==> src/rtl/coproc_ctl_pkg.sv <==
// Package: shared offsets and bit positions of the coprocessor control registers.
// Assumes a 32-bit data bus and byte addressing with word-aligned registers.
package coproc_ctl_pkg;

    // Byte offsets of the decoded registers
    localparam int OFS_STATUS = 'h10;
    localparam int OFS_DFULL  = 'h14;
    localparam int OFS_DBUSY  = 'h18;
    localparam int OFS_LOCK   = 'h1C;

    // Command (write) bit positions
    localparam int WB_HALT_CLR  = 0;
    localparam int WB_HALT_SET  = 1;
    localparam int WB_BRK_CLR   = 2;
    localparam int WB_INT_CLR   = 3;
    localparam int WB_INT_SET   = 4;
    localparam int WB_STEP_CLR  = 5;
    localparam int WB_STEP_SET  = 6;
    localparam int WB_BIE_CLR   = 7;
    localparam int WB_BIE_SET   = 8;
    localparam int WB_SIG_BASE  = 9;   // clear = base+2n, set = base+2n+1

    // Status (read) bit positions
    localparam int RB_HALT     = 0;
    localparam int RB_BRK      = 1;
    localparam int RB_DBUSY    = 2;
    localparam int RB_DFULL    = 3;
    localparam int RB_IOFULL   = 4;
    localparam int RB_STEP     = 5;
    localparam int RB_BIE      = 6;
    localparam int RB_SIG_BASE = 7;

endpackage

==> src/rtl/ccr_flag.sv <==
// Module: one flag with separate set and clear commands plus a hardware set.
// Assumes hw_set has priority; set together with clear leaves the flag unchanged.
module ccr_flag #(
    parameter bit RST_VAL = 1'b0
) (
    input  logic clk,
    input  logic rst_n,
    input  logic set_cmd,
    input  logic clr_cmd,
    input  logic hw_set,
    output logic q
);

    // Update the flag from hardware event or software command
    always_ff @(posedge clk) begin
        if (!rst_n) begin
            q <= RST_VAL;
        end else if (hw_set) begin
            q <= 1'b1;
        end else if (set_cmd && !clr_cmd) begin
            q <= 1'b1;
        end else if (clr_cmd && !set_cmd) begin
            q <= 1'b0;
        end
    end

endmodule

==> src/rtl/ccr_lock.sv <==
// Module: one-bit hardware lock, taken by a read and freed by a write.
// Assumes a write in the same cycle as a read wins and leaves the lock free.
module ccr_lock (
    input  logic clk,
    input  logic rst_n,
    input  logic take,
    input  logic free,
    output logic q
);

    // Track lock ownership
    always_ff @(posedge clk) begin
        if (!rst_n) begin
            q <= 1'b0;
        end else if (free) begin
            q <= 1'b0;
        end else if (take) begin
            q <= 1'b1;
        end
    end

endmodule

==> src/rtl/ccr_rdmux.sv <==
// Module: registered read-data selector over the decoded register set.
// Assumes at most one select is active; returns zero when no read is pending.
module ccr_rdmux #(
    parameter int DATA_W = 32
) (
    input  logic              clk,
    input  logic              rst_n,
    input  logic              rd,
    input  logic              sel_status,
    input  logic              sel_dfull,
    input  logic              sel_dbusy,
    input  logic              sel_lock,
    input  logic [DATA_W-1:0] status_word,
    input  logic              dma_full,
    input  logic              dma_busy,
    input  logic              lock_q,
    output logic [DATA_W-1:0] rdata
);

    logic [DATA_W-1:0] sel_word;

    // Pick the word addressed by the current read
    always_comb begin
        sel_word = '0;
        if (sel_status) sel_word = status_word;
        if (sel_dfull)  sel_word = DATA_W'(dma_full);
        if (sel_dbusy)  sel_word = DATA_W'(dma_busy);
        if (sel_lock)   sel_word = DATA_W'(lock_q);
    end

    // Register the read result for one cycle
    always_ff @(posedge clk) begin
        if (!rst_n) begin
            rdata <= '0;
        end else if (rd) begin
            rdata <= sel_word;
        end else begin
            rdata <= '0;
        end
    end

endmodule

==> src/rtl/coproc_ctl_regs.sv <==
// Module: status/command register block of an attached signal coprocessor.
// Holds run-control flags and signal flags changed by paired set/clear command
// bits, reports transfer and I/O indications, and provides a read-to-take lock.
// Assumes a single-cycle bus access per strobe and a one-cycle break pulse.
module coproc_ctl_regs #(
    parameter int ADDR_W = 8,
    parameter int DATA_W = 32,
    parameter int NSIG   = 8
) (
    input  logic              clk,
    input  logic              rst_n,
    input  logic [ADDR_W-1:0] bus_addr,
    input  logic              bus_wr,
    input  logic [DATA_W-1:0] bus_wdata,
    input  logic              bus_rd,
    output logic [DATA_W-1:0] bus_rdata,
    input  logic              dma_busy_i,
    input  logic              dma_full_i,
    input  logic              io_full_i,
    input  logic              core_break_i,
    output logic              irq_o,
    output logic              halt_o,
    output logic              sstep_o
);
    import coproc_ctl_pkg::*;

    localparam int IDX_W = ADDR_W - 2;
    localparam logic [IDX_W-1:0] IDX_STATUS = IDX_W'(OFS_STATUS >> 2);
    localparam logic [IDX_W-1:0] IDX_DFULL  = IDX_W'(OFS_DFULL >> 2);
    localparam logic [IDX_W-1:0] IDX_DBUSY  = IDX_W'(OFS_DBUSY >> 2);
    localparam logic [IDX_W-1:0] IDX_LOCK   = IDX_W'(OFS_LOCK >> 2);

    logic [IDX_W-1:0] widx;
    logic sel_status, sel_dfull, sel_dbusy, sel_lock;
    logic cmd_wr;
    logic halt_q, broke_q, intr_q, sstep_q, ieb_q, sem_q;
    logic [NSIG-1:0] sig_q;
    logic [DATA_W-1:0] status_word;

    // Decode the word index of the access
    always_comb begin
        widx       = bus_addr[ADDR_W-1:2];
        sel_status = (widx == IDX_STATUS);
        sel_dfull  = (widx == IDX_DFULL);
        sel_dbusy  = (widx == IDX_DBUSY);
        sel_lock   = (widx == IDX_LOCK);
        cmd_wr     = bus_wr && sel_status;
    end

    ccr_flag #(.RST_VAL(1'b1)) u_halt (
        .clk(clk), .rst_n(rst_n),
        .set_cmd(cmd_wr && bus_wdata[WB_HALT_SET]),
        .clr_cmd(cmd_wr && bus_wdata[WB_HALT_CLR]),
        .hw_set(1'b0), .q(halt_q));

    ccr_flag #(.RST_VAL(1'b0)) u_broke (
        .clk(clk), .rst_n(rst_n),
        .set_cmd(1'b0),
        .clr_cmd(cmd_wr && bus_wdata[WB_BRK_CLR]),
        .hw_set(core_break_i), .q(broke_q));

    ccr_flag #(.RST_VAL(1'b0)) u_intr (
        .clk(clk), .rst_n(rst_n),
        .set_cmd(cmd_wr && bus_wdata[WB_INT_SET]),
        .clr_cmd(cmd_wr && bus_wdata[WB_INT_CLR]),
        .hw_set(core_break_i && ieb_q), .q(intr_q));

    ccr_flag #(.RST_VAL(1'b0)) u_sstep (
        .clk(clk), .rst_n(rst_n),
        .set_cmd(cmd_wr && bus_wdata[WB_STEP_SET]),
        .clr_cmd(cmd_wr && bus_wdata[WB_STEP_CLR]),
        .hw_set(1'b0), .q(sstep_q));

    ccr_flag #(.RST_VAL(1'b0)) u_ieb (
        .clk(clk), .rst_n(rst_n),
        .set_cmd(cmd_wr && bus_wdata[WB_BIE_SET]),
        .clr_cmd(cmd_wr && bus_wdata[WB_BIE_CLR]),
        .hw_set(1'b0), .q(ieb_q));

    // One flag cell per general signal
    generate
        for (genvar n = 0; n < NSIG; n++) begin : g_sig
            ccr_flag #(.RST_VAL(1'b0)) u_sig (
                .clk(clk), .rst_n(rst_n),
                .set_cmd(cmd_wr && bus_wdata[WB_SIG_BASE + 2*n + 1]),
                .clr_cmd(cmd_wr && bus_wdata[WB_SIG_BASE + 2*n]),
                .hw_set(1'b0), .q(sig_q[n]));
        end
    endgenerate

    ccr_lock u_lock (
        .clk(clk), .rst_n(rst_n),
        .take(bus_rd && sel_lock),
        .free(bus_wr && sel_lock),
        .q(sem_q));

    // Assemble the status read word
    always_comb begin
        status_word            = '0;
        status_word[RB_HALT]   = halt_q;
        status_word[RB_BRK]    = broke_q;
        status_word[RB_DBUSY]  = dma_busy_i;
        status_word[RB_DFULL]  = dma_full_i;
        status_word[RB_IOFULL] = io_full_i;
        status_word[RB_STEP]   = sstep_q;
        status_word[RB_BIE]    = ieb_q;
        for (int i = 0; i < NSIG; i++) begin
            status_word[RB_SIG_BASE + i] = sig_q[i];
        end
    end

    ccr_rdmux #(.DATA_W(DATA_W)) u_rdmux (
        .clk(clk), .rst_n(rst_n), .rd(bus_rd),
        .sel_status(sel_status), .sel_dfull(sel_dfull),
        .sel_dbusy(sel_dbusy), .sel_lock(sel_lock),
        .status_word(status_word),
        .dma_full(dma_full_i), .dma_busy(dma_busy_i),
        .lock_q(sem_q), .rdata(bus_rdata));

    // Drive the control outputs from the flags
    always_comb begin
        irq_o   = intr_q;
        halt_o  = halt_q;
        sstep_o = sstep_q;
    end

endmodule

==> config.mk <==
export PLATFORM = sky130hd
export DESIGN_NAME = coproc_ctl_regs
export DESIGN_NICKNAME = d
export VERILOG_FILES = /design/src/rtl/coproc_ctl_pkg.sv /design/src/rtl/ccr_flag.sv /design/src/rtl/ccr_lock.sv /design/src/rtl/ccr_rdmux.sv /design/src/rtl/coproc_ctl_regs.sv
export SDC_FILE = /design/constraint.sdc
export NUM_CORES = 1
export LEC_CHECK = 0
export ABC_AREA = 1
export BUFFER_PORTS_ARGS = -buffer_cell sky130_fd_sc_hd__buf_2
export CAP_MARGIN = 20
export CORE_ASPECT_RATIO = 1.25
export CORE_MARGIN = 2
export CORE_UTILIZATION = 43
export CTS_CLUSTER_DIAMETER = 50
export DETAILED_ROUTE_END_ITERATION = 16
export PLACE_DENSITY = 0.76
export SYNTH_ARGS = -nofsm -noshare
export SYNTH_HDL_FRONTEND = slang
export SYNTH_SLANG_ARGS = --single-unit
==> constraint.sdc <==
create_clock -name clk -period 2 [get_ports clk]
set_clock_uncertainty 0.2 [all_clocks]
set_input_delay 0.1 -clock clk [delete_from_list [all_inputs] [get_ports clk]]
set_output_delay 0.1 -clock clk [all_outputs]
set_load 0.02 [all_outputs]
==> impl_metrics.ini, run 1 <==
[power]
sw_frac_of_total_pct = 23.2
finalPower_uw = 1180
vdd_drop_max_v = 0.000478
sequentialPowerShare_pct = 49.3
power.switching_uw = 274
clockPowerShare_pct = 40.2
powerDensity_mw_per_mm2 = 630
internal-power_uw = 907
leakage_uw = 0.000970
pwr-share-comb_pct = 10.5

[routing]
dr.pass1.iters = 4
drt-total-wl_um = 2780
post_drt_wl_per_cell_um = 9.30
vias = 1289
drt_iter0_markers = 23
avgViaCountPerCell = 4.31
ant_nets = 0
drcViolationCount = 0

[setup_path]
startpoint_type = input port
slowest_delay_ns = 0.52
crit_required_ns = 1.97
worstPathMaxFanout = 11
crit_path_end_kind = register
crit_arrival_ns = 1.71
critPathKind = in -> reg
cp_slowest_cell = dlygate4sd3_1
crit_chain = dlygate4sd3_1, buf_2, inv_1, nor2_4, buf_4, nand2_1, ha_1, o21ai_0, a21oi_1

[layout]
antenna_cells = 0
final_cells = 299
area_delta_synth_final_pct = 32.8
final_layout_size_suffix_gt1_share_pct = 26.0
fillers = 308
nets = 321

[placed_design]
dp_hpwl_um = 2010
place_inst = 279
port_buffers = 56
gp_congestion = 0.812

[clock_tree]
cts.path.max_buffers = 2
cts_inserted_buffers = 5
insertion_delay_ns = 0.27
cts_max_level = 2
path_clk_slew_ns = 0.06
post_cts_resized = 0
cts_setup_buffers = 0
clock-root-buffer = clkbuf_8
cts_tree = done
cts.sinks = 29

[sta]
finalCriticalPeriod_ns = 1.74
clock.fmax_ghz = 0.574
finalCritPeriodShare_pct = 87.1
hold_viol_final = 5
finalHoldWorstSlack_ns = -0.0110
setup_violations = 0
drv_slew = 0
setup_tns_ns = 0
rsz0062_at_grt = no

[yosys]
ys_seq_area_share_pct = 41.1
synth_top_cell_by_area = dfxtp_1
synth_top_area_share_pct = 41.1
ys_types = 20
synthCells = 189
synth_area_per_cell_um2 = 7.47
ys_warn_count = 0
ys_top_cells_by_area = dfxtp_1 41%, ha_1 9.7%, buf_4 9.6%, inv_1 9.3%, nor2_1 8.0%
mappedNetlistArea_mm2 = 0.00141
synth_seq_cells = 29

[status]
status = finished, violations left
violations = hold timing

[global_route]
grt_pass1_wl_um = 4700
overflow = 0
grt_start_max_net_pins = 15
grt_usage_pct = 16.2
grt_pass1_vias = 1121
antenna_found_initial = 0

[floorplan]
num_rows = 23
core-area_mm2 = 0.00317
die_width_um = 55.3
die_area_mm2 = 0.00376
start_util_pct = 44.6
io_pins = 83
fp.dieH_um = 68.1

[flow_run]
maxCapViolations = 0

[hold_path]
hp-class = in -> reg
kinds of logic after synthesis:
| logic type | after synthesis | synth area share [%] |
|---|---|---|
| fa+ha+maj | 11 | 9.74 |
| simple gates | 65 | 19.0 |
| compound gates | 26 | 9.30 |
| buf+inv | 57 | 20.5 |
| other cells | 1 | 0.265 |
| flops | 29 | 41.1 |
power groups by stage:
stage          combinational, uW  sequential [uW]  clock (uW)
2_1_floorplan               83.8              596           0
3_3_place_gp                 103              595           0
3_5_place_dp                 105              595           0
4_1_cts                      124              583         489
5_1_grt                      139              583         513
6_report                     124              583         475
critical path, delay by kind of cell:
family	cells	cell delay, ns
buffers and inverters	4	0.90
adder cells (fa/ha/maj)	1	0.28
AND/OR/NAND/NOR	2	0.22
AO/OA/AOI/OAI	2	0.20
registers in the layout (all words and copies together), names as in the netlist:
name	flops
g_sig.u_sig.q	8
u_broke.q	1
u_halt.q	1
u_ieb.q	1
u_intr.q	1
u_lock.q	1
u_rdmux.rdata	15
u_sstep.q	1
cells in the mapped netlist:
library cell / number
inv_1: 35
nor2_1: 30
dfxtp_1: 29
nand2_1: 27
buf_4: 18
a21oi_1: 14
ha_1: 11
o21ai_0: 11
nand3_1: 2
nand4_1: 2
a31oi_1: 1
buf_2: 1
buf_6: 1
clkbuf_1: 1
conb_1: 1
inv_2: 1
nand3_2: 1
nor2_2: 1
nor2_4: 1
nor3_1: 1
worst paths after layout:
| kind | depth (start not counted) | startpoint | slack, ns | to |
|---|---|---|---|---|
| setup / recovery | 9 | bus_wr | 0.26 | u_sstep.q |
| hold / removal | 4 | bus_addr[2] | -0.01 | u_rdmux.rdata[0] |
| setup reg to reg | 3 | u_broke.q | 0.72 | u_broke.q |
| hold reg to reg | 2 | u_broke.q | 0.22 | u_rdmux.rdata[1] |
final cells by class:
| type | count | area, um^2 | area share [%] |
|---|---|---|---|
| sequential | 29 | 581 | 31.0 |
| timing repair buffer | 71 | 425 | 22.7 |
| clock buffer | 7 | 86.3 | 4.60 |
| multi-input combinational | 119 | 602 | 32.1 |
| inverter | 36 | 135 | 7.20 |
| tap | 37 | 46.3 | 2.47 |
per-stage QoR:
stage	hold WS, ns	instance area (um^2)	setup WS [ns]	util (%)
floorplan	0.0122	1470	0.540	-
global placement	0.113	1660	0.294	52.4
detailed placement	0.125	1660	0.272	52.4
CTS	0.000811	1890	0.0428	59.6
global route	0.0144	1880	0.0846	59.2
finish	-0.0110	1880	0.257	59.2
placed cells by master, fill, tap and decap left out, drive strengths merged:
cell type    Yosys  final
buf             20     58
conb             1     17
nor3             1      1
dlygate4sd3      0     13
a31oi            1      1
dfxtp           29     29
ha              11     11
a21oi           14     14
nand4            2      2
inv             36     36
nand3            3      3
o21ai           11     11
nor2            32     32
clkbuf           1      7
nand2           27     27
repair_timing:
| action | in CTS | in global routing |
|---|---|---|
| endpoints found under the setup margin | 0 | 1 |
| endpoints found under the hold margin | 9 | 0 |
| hold buffers | 14 | 0 |
layer usage:
| metal | wire length, um | global-route usage, % | vias up |
|---|---|---|---|
| li1 | - | - | 687 |
| met1 | 1160 | 18.7 | 547 |
| met2 | 1330 | 26.6 | 52 |
| met5 | 0 | 0 | - |
| met4 | 38 | 7.32 | 0 |
| met3 | 255 | 6.43 | 3 |
Power figures use the tool's default switching activity.
==> run 2, diff against run 1 <==
- CORE_UTILIZATION: 43 -> 30
- PLACE_DENSITY: 0.76 -> 0.56
==> run 2 against run 1 <==
- the flow now finishes without violations
- worst hold slack improved by 0.016 ns
- sequential share of layout area fell by 0.61 points
- fmax fell by 4.0%
- critical path depth did not move
- sequential power barely moved
- combinational power barely moved
- clock-buffer cell count fell by 1
- via count fell by 0.31%
- non-clock buffer count rose by 1
- clock power fell by 4.6%
- critical path type unchanged
- critical endpoint is now u_halt.q
- largest power group unchanged
==> impl_metrics.ini, run 2 (synthesis results as in run 1) <==
[floorplan]
die_width_um = 65.4
start_util_pct = 31.7
fp.dieH_um = 80.7
core-area_mm2 = 0.00446
num_rows = 27
io_pins = 83
die_area_mm2 = 0.00528

[clock_tree]
cts.path.max_buffers = 2
path_clk_slew_ns = 0.06
cts_inserted_buffers = 5
cts.sinks = 29
post_cts_resized = 0
cts_max_level = 2
clock-root-buffer = clkbuf_8
cts_tree = done
insertion_delay_ns = 0.27

[routing]
routed.top_layer = met4
vias = 1285
drcViolationCount = 0
drt-met1-wl_um = 1270
met2_length_um = 1350
drt-total-wl_um = 2970
wl_met3_um = 302
dr.pass1.iters = 2
ant_nets = 0
drt_iter0_markers = 21
post_drt_wl_per_cell_um = 9.22
avgViaCountPerCell = 3.99

[layout]
nets = 322
final_layout_size_suffix_gt1_share_pct = 27.3
layout_commonest_cell = buf_2
regMostFlops = u_rdmux.rdata
antenna_cells = 0
final_cell_mix = 56 x buf_2, 35 x inv_1, 30 x nor2_1
largest_register_ffs = 15
reg_top3 = u_rdmux.rdata: 15 flops, g_sig.u_sig.q: 8 flops
area_delta_synth_final_pct = 35.4
final_cells = 322
fin_util_pct = 42.9

[global_route]
antenna_found_initial = 0
overflow = 0
grt_start_max_net_pins = 14
grt_pass1_wl_um = 4870
grt_usage_pct = 12.2
grt_pass1_vias = 1185

[power]
vdd_drop_max_v = 0.000392
leakage_uw = 0.000984
powerDensity_mw_per_mm2 = 605

[sta]
clock.fmax_ghz = 0.551
drv_slew = 0
finalCriticalPeriod_ns = 1.82
rsz0062_at_grt = no
setup_tns_ns = 0
setup_violations = 0
hold_viol_final = 0
finalCritPeriodShare_pct = 90.8

[status]
status = finished clean

[setup_path]
critPathKind = in -> reg
worstPathMaxFanout = 5
cp_slowest_cell = dlygate4sd3_1
startpoint_type = input port
crit_arrival_ns = 1.79
crit_path_end_kind = register
crit_chain = dlygate4sd3_1, buf_2, inv_1, nor2_4, buf_4, nand3_1, dlygate4sd3_1, nand2_1, nand2_1
slowest_delay_ns = 0.56
crit_required_ns = 1.97

[placed_design]
port_buffers = 56
gp_congestion = 0.689
dp_hpwl_um = 2240
place_inst = 301

[flow_run]
maxCapViolations = 0

[hold_path]
hp-class = in -> reg
[run 2: area by class of cell]
class / instances / area (um^2)
Fill cell: 501 / 2550
Sequential cell: 29 / 581
Tap cell: 58 / 72.6
Timing Repair Buffer: 72 / 440
Inverter: 36 / 135
Clock buffer: 6 / 72.6
Clock inverter: 2 / 10.0
Multi-Input combinational cell: 119 / 602
[run 2: worst paths after layout]
| path | from | end | slack (ns) | cells past startpoint |
|---|---|---|---|---|
| worst max-delay path | bus_wr | u_halt.q | 0.18 | 9 |
| worst min-delay path | bus_wdata[15] | g_sig[3].u_sig.q | 0.005 | 4 |
| worst max register to register | u_halt.q | u_rdmux.rdata[0] | 0.43 | 5 |
| worst min register to register | g_sig[1].u_sig.q | u_rdmux.rdata[8] | 0.24 | 2 |
[run 2: through the flow]
stage / setup WS (ns) / instance area (um^2) / hold slack [ns] / total power [uW]
finish: 0.184 / 1910 / 0.00548 / 1160
global route: 0.102 / 1910 / 0.0201 / 1220
CTS: 0.121 / 1900 / 0.000381 / 1180
detailed placement: 0.156 / 1710 / 0.120 / 703
global placement: 0.163 / 1710 / 0.115 / 703
floorplan: 0.540 / 1470 / 0.0122 / 680
[run 2: per-layer routing]
layer / global-route usage (%) / vias to the layer above
li1: - / 689
met1: 12.7 / 537
met2: 21.1 / 55
met3: 5.46 / 4
met4: 5.63 / 0
met5: 0 / -
[run 2: worst max-delay path: cells and delay by family]
kind                   cells  cell delay (ns)
buffers and inverters      5             1.43
and+or+nand+nor            4             0.27
[run 2: repair_timing]
| item | 4_1_cts | 5_1_grt |
|---|---|---|
| setup buffers | 0 | 2 |
| endpoints found under the hold margin | 8 | 0 |
| hold buffers | 11 | 0 |
| endpoints found under the setup margin | 0 | 1 |
[run 2: report_power, final]
part,internal (uW),total [uW],switching [uW]
logic,52.0,122,69.8
clock network,240,453,213
registers,581,583,1.59
total,874,1160,284
==> run 3, diff against run 2 <==
- HOLD_SLACK_MARGIN: default -> 0.05
==> run 3 against run 2 <==
- final cell count increased by 3.4%
- clock-buffer cell count stayed put
- core utilization rose by 2.5 points
- clock power is essentially flat
- sequential power about the same
- register-to-register slack about the same
- combinational power rose by 13%
- non-clock buffer count rose by 11
- sequential share of layout area decreased by 1.7 points
- sequential cell count unchanged
- first-iteration DRC count increased by 9.5%
- die area unchanged
- highest routed layer unchanged
==> impl_metrics.ini, run 3 (synthesis results as in run 1) <==
[routing]
drcViolationCount = 0
vias = 1329
post_drt_wl_per_cell_um = 9.37
avgViaCountPerCell = 3.99
drt_iter0_markers = 23
dr.pass1.iters = 2
ant_nets = 0
drt-total-wl_um = 3120

[setup_path]
worstPathMaxFanout = 5
crit_arrival_ns = 1.79
crit_chain = dlygate4sd3_1, buf_2, inv_1, nor2_4, buf_4, nand3_1, dlygate4sd3_1, nand2_1, nand2_1
crit_required_ns = 1.97
reg2reg_from = u_halt.q
crit_path_end_kind = register
cp_slowest_cell = dlygate4sd3_1
crit_family = buffers and inverters
critPathKind = in -> reg
reg2reg_depth = 5
timing.rr.end = u_rdmux.rdata[0]
crit_buf_inv = 5
slowest_delay_ns = 0.55
ff2ff_setup_slack_ns = 0.43
startpoint_type = input port

[sta]
finalCriticalPeriod_ns = 1.82
hold_viol_final = 0
drv_slew = 0
finalHoldWorstSlack_ns = 0.0769
rsz0062_at_grt = no
setup_violations = 0
setup_tns_ns = 0
clock.fmax_ghz = 0.551
finalCritPeriodShare_pct = 90.8

[layout]
fillers = 487
largest_register_ffs = 15
regMostFlops = u_rdmux.rdata
final_cells = 333
layout_commonest_cell = buf_2
area_delta_synth_final_pct = 43.2
nets = 333
antenna_cells = 0
reg_top3 = u_rdmux.rdata: 15 flops, g_sig.u_sig.q: 8 flops
final_layout_size_suffix_gt1_share_pct = 26.2
final_cell_mix = 56 x buf_2, 35 x inv_1, 30 x nor2_1

[floorplan]
fp.dieH_um = 80.7
start_util_pct = 31.7
die_area_mm2 = 0.00528
io_pins = 83
num_rows = 27
die_width_um = 65.4
core-area_mm2 = 0.00446

[clock_tree]
cts_max_level = 2
cts.path.max_buffers = 2
cts_tree = done
post_cts_resized = 0
cts_inserted_buffers = 5
path_clk_slew_ns = 0.06
insertion_delay_ns = 0.27
clock-root-buffer = clkbuf_8
cts.sinks = 29

[hold_path]
hold_depth = 5
hp-class = in -> reg
hp-start = bus_wdata[22]
min_to = g_sig[6].u_sig.q

[placed_design]
place_inst = 301
dp_hpwl_um = 2240
gp_congestion = 0.689
port_buffers = 56

[power]
vdd_drop_max_v = 0.000392
leakage_uw = 0.00103
powerDensity_mw_per_mm2 = 581

[global_route]
grt_pass1_vias = 1270
overflow = 0
grt_start_max_net_pins = 14
grt_usage_pct = 13.0
antenna_found_initial = 0
grt_pass1_wl_um = 5180

[status]
status = finished clean

[flow_run]
maxCapViolations = 0
run 3: changes by cell type in the layout (fill, tap and decap cells not counted), sizes merged:
cell	delta
dlygate4sd3	+11
run 3: through the flow:
stage	setup slack (ns)	total power, uW	cell area [um^2]	utilization [%]
after floorplan	0.540	680	1470	-
after global placement	0.163	703	1710	38.2
after detailed placement	0.156	703	1710	38.2
after CTS	0.121	1200	2010	45.0
after global routing	0.102	1240	2020	45.4
final	0.185	1170	2020	45.4
run 3: timing repair:
item | CTS | global route
hold endpoints to repair | 18 | 0
buffers inserted | 0 | 2
hold buffers | 22 | 0
setup endpoints to repair | 0 | 1
run 3: area by class of cell:
class | instances | area, um^2 | share of cell area (%)
Clock inverter | 2 | 10.0 | 0.495
Tap cell | 58 | 72.6 | 3.59
Timing Repair Buffer | 83 | 551 | 27.2
Inverter | 36 | 135 | 6.68
Sequential cell | 29 | 581 | 28.7
Clock buffer | 6 | 72.6 | 3.59
Multi-Input combinational cell | 119 | 602 | 29.7
run 3: worst max path at each step:
stage / start / endpoint / slack [ns] / depth (start not counted)
5_1_grt: bus_wr / g_sig[0].u_sig.q / 0.10 / 10
3_5_place_dp: bus_addr[3] / g_sig[2].u_sig.q / 0.16 / 9
3_3_place_gp: bus_addr[3] / g_sig[2].u_sig.q / 0.16 / 9
2_1_floorplan: bus_addr[7] / g_sig[0].u_sig.q / 0.54 / 9
4_1_cts: bus_wr / g_sig[2].u_sig.q / 0.12 / 9
6_report: bus_wr / u_halt.q / 0.18 / 9
run 3: routing by layer:
metal | global-route usage, % | up-vias | wire length [um]
li1 | - | 711 | -
met3 | 5.46 | 4 | 303
met2 | 23.6 | 55 | 1470
met5 | 0 | - | 0
met4 | 5.63 | 0 | 49
met1 | 12.8 | 559 | 1300
run 3: worst register-to-register path, stage by stage (launching register included):
cell and delay, ns:
dfxtp_1 0.33, nor3_1 0.18, nor2_1 0.06, nand3_1 0.08
a21oi_1 0.06, dlygate4sd3_1 0.54
run 3: power breakdown:
group	internal (uW)	switching [uW]	total [uW]
clock	240	214	454
combinational	64.9	72.7	138
sequential	581	1.62	583
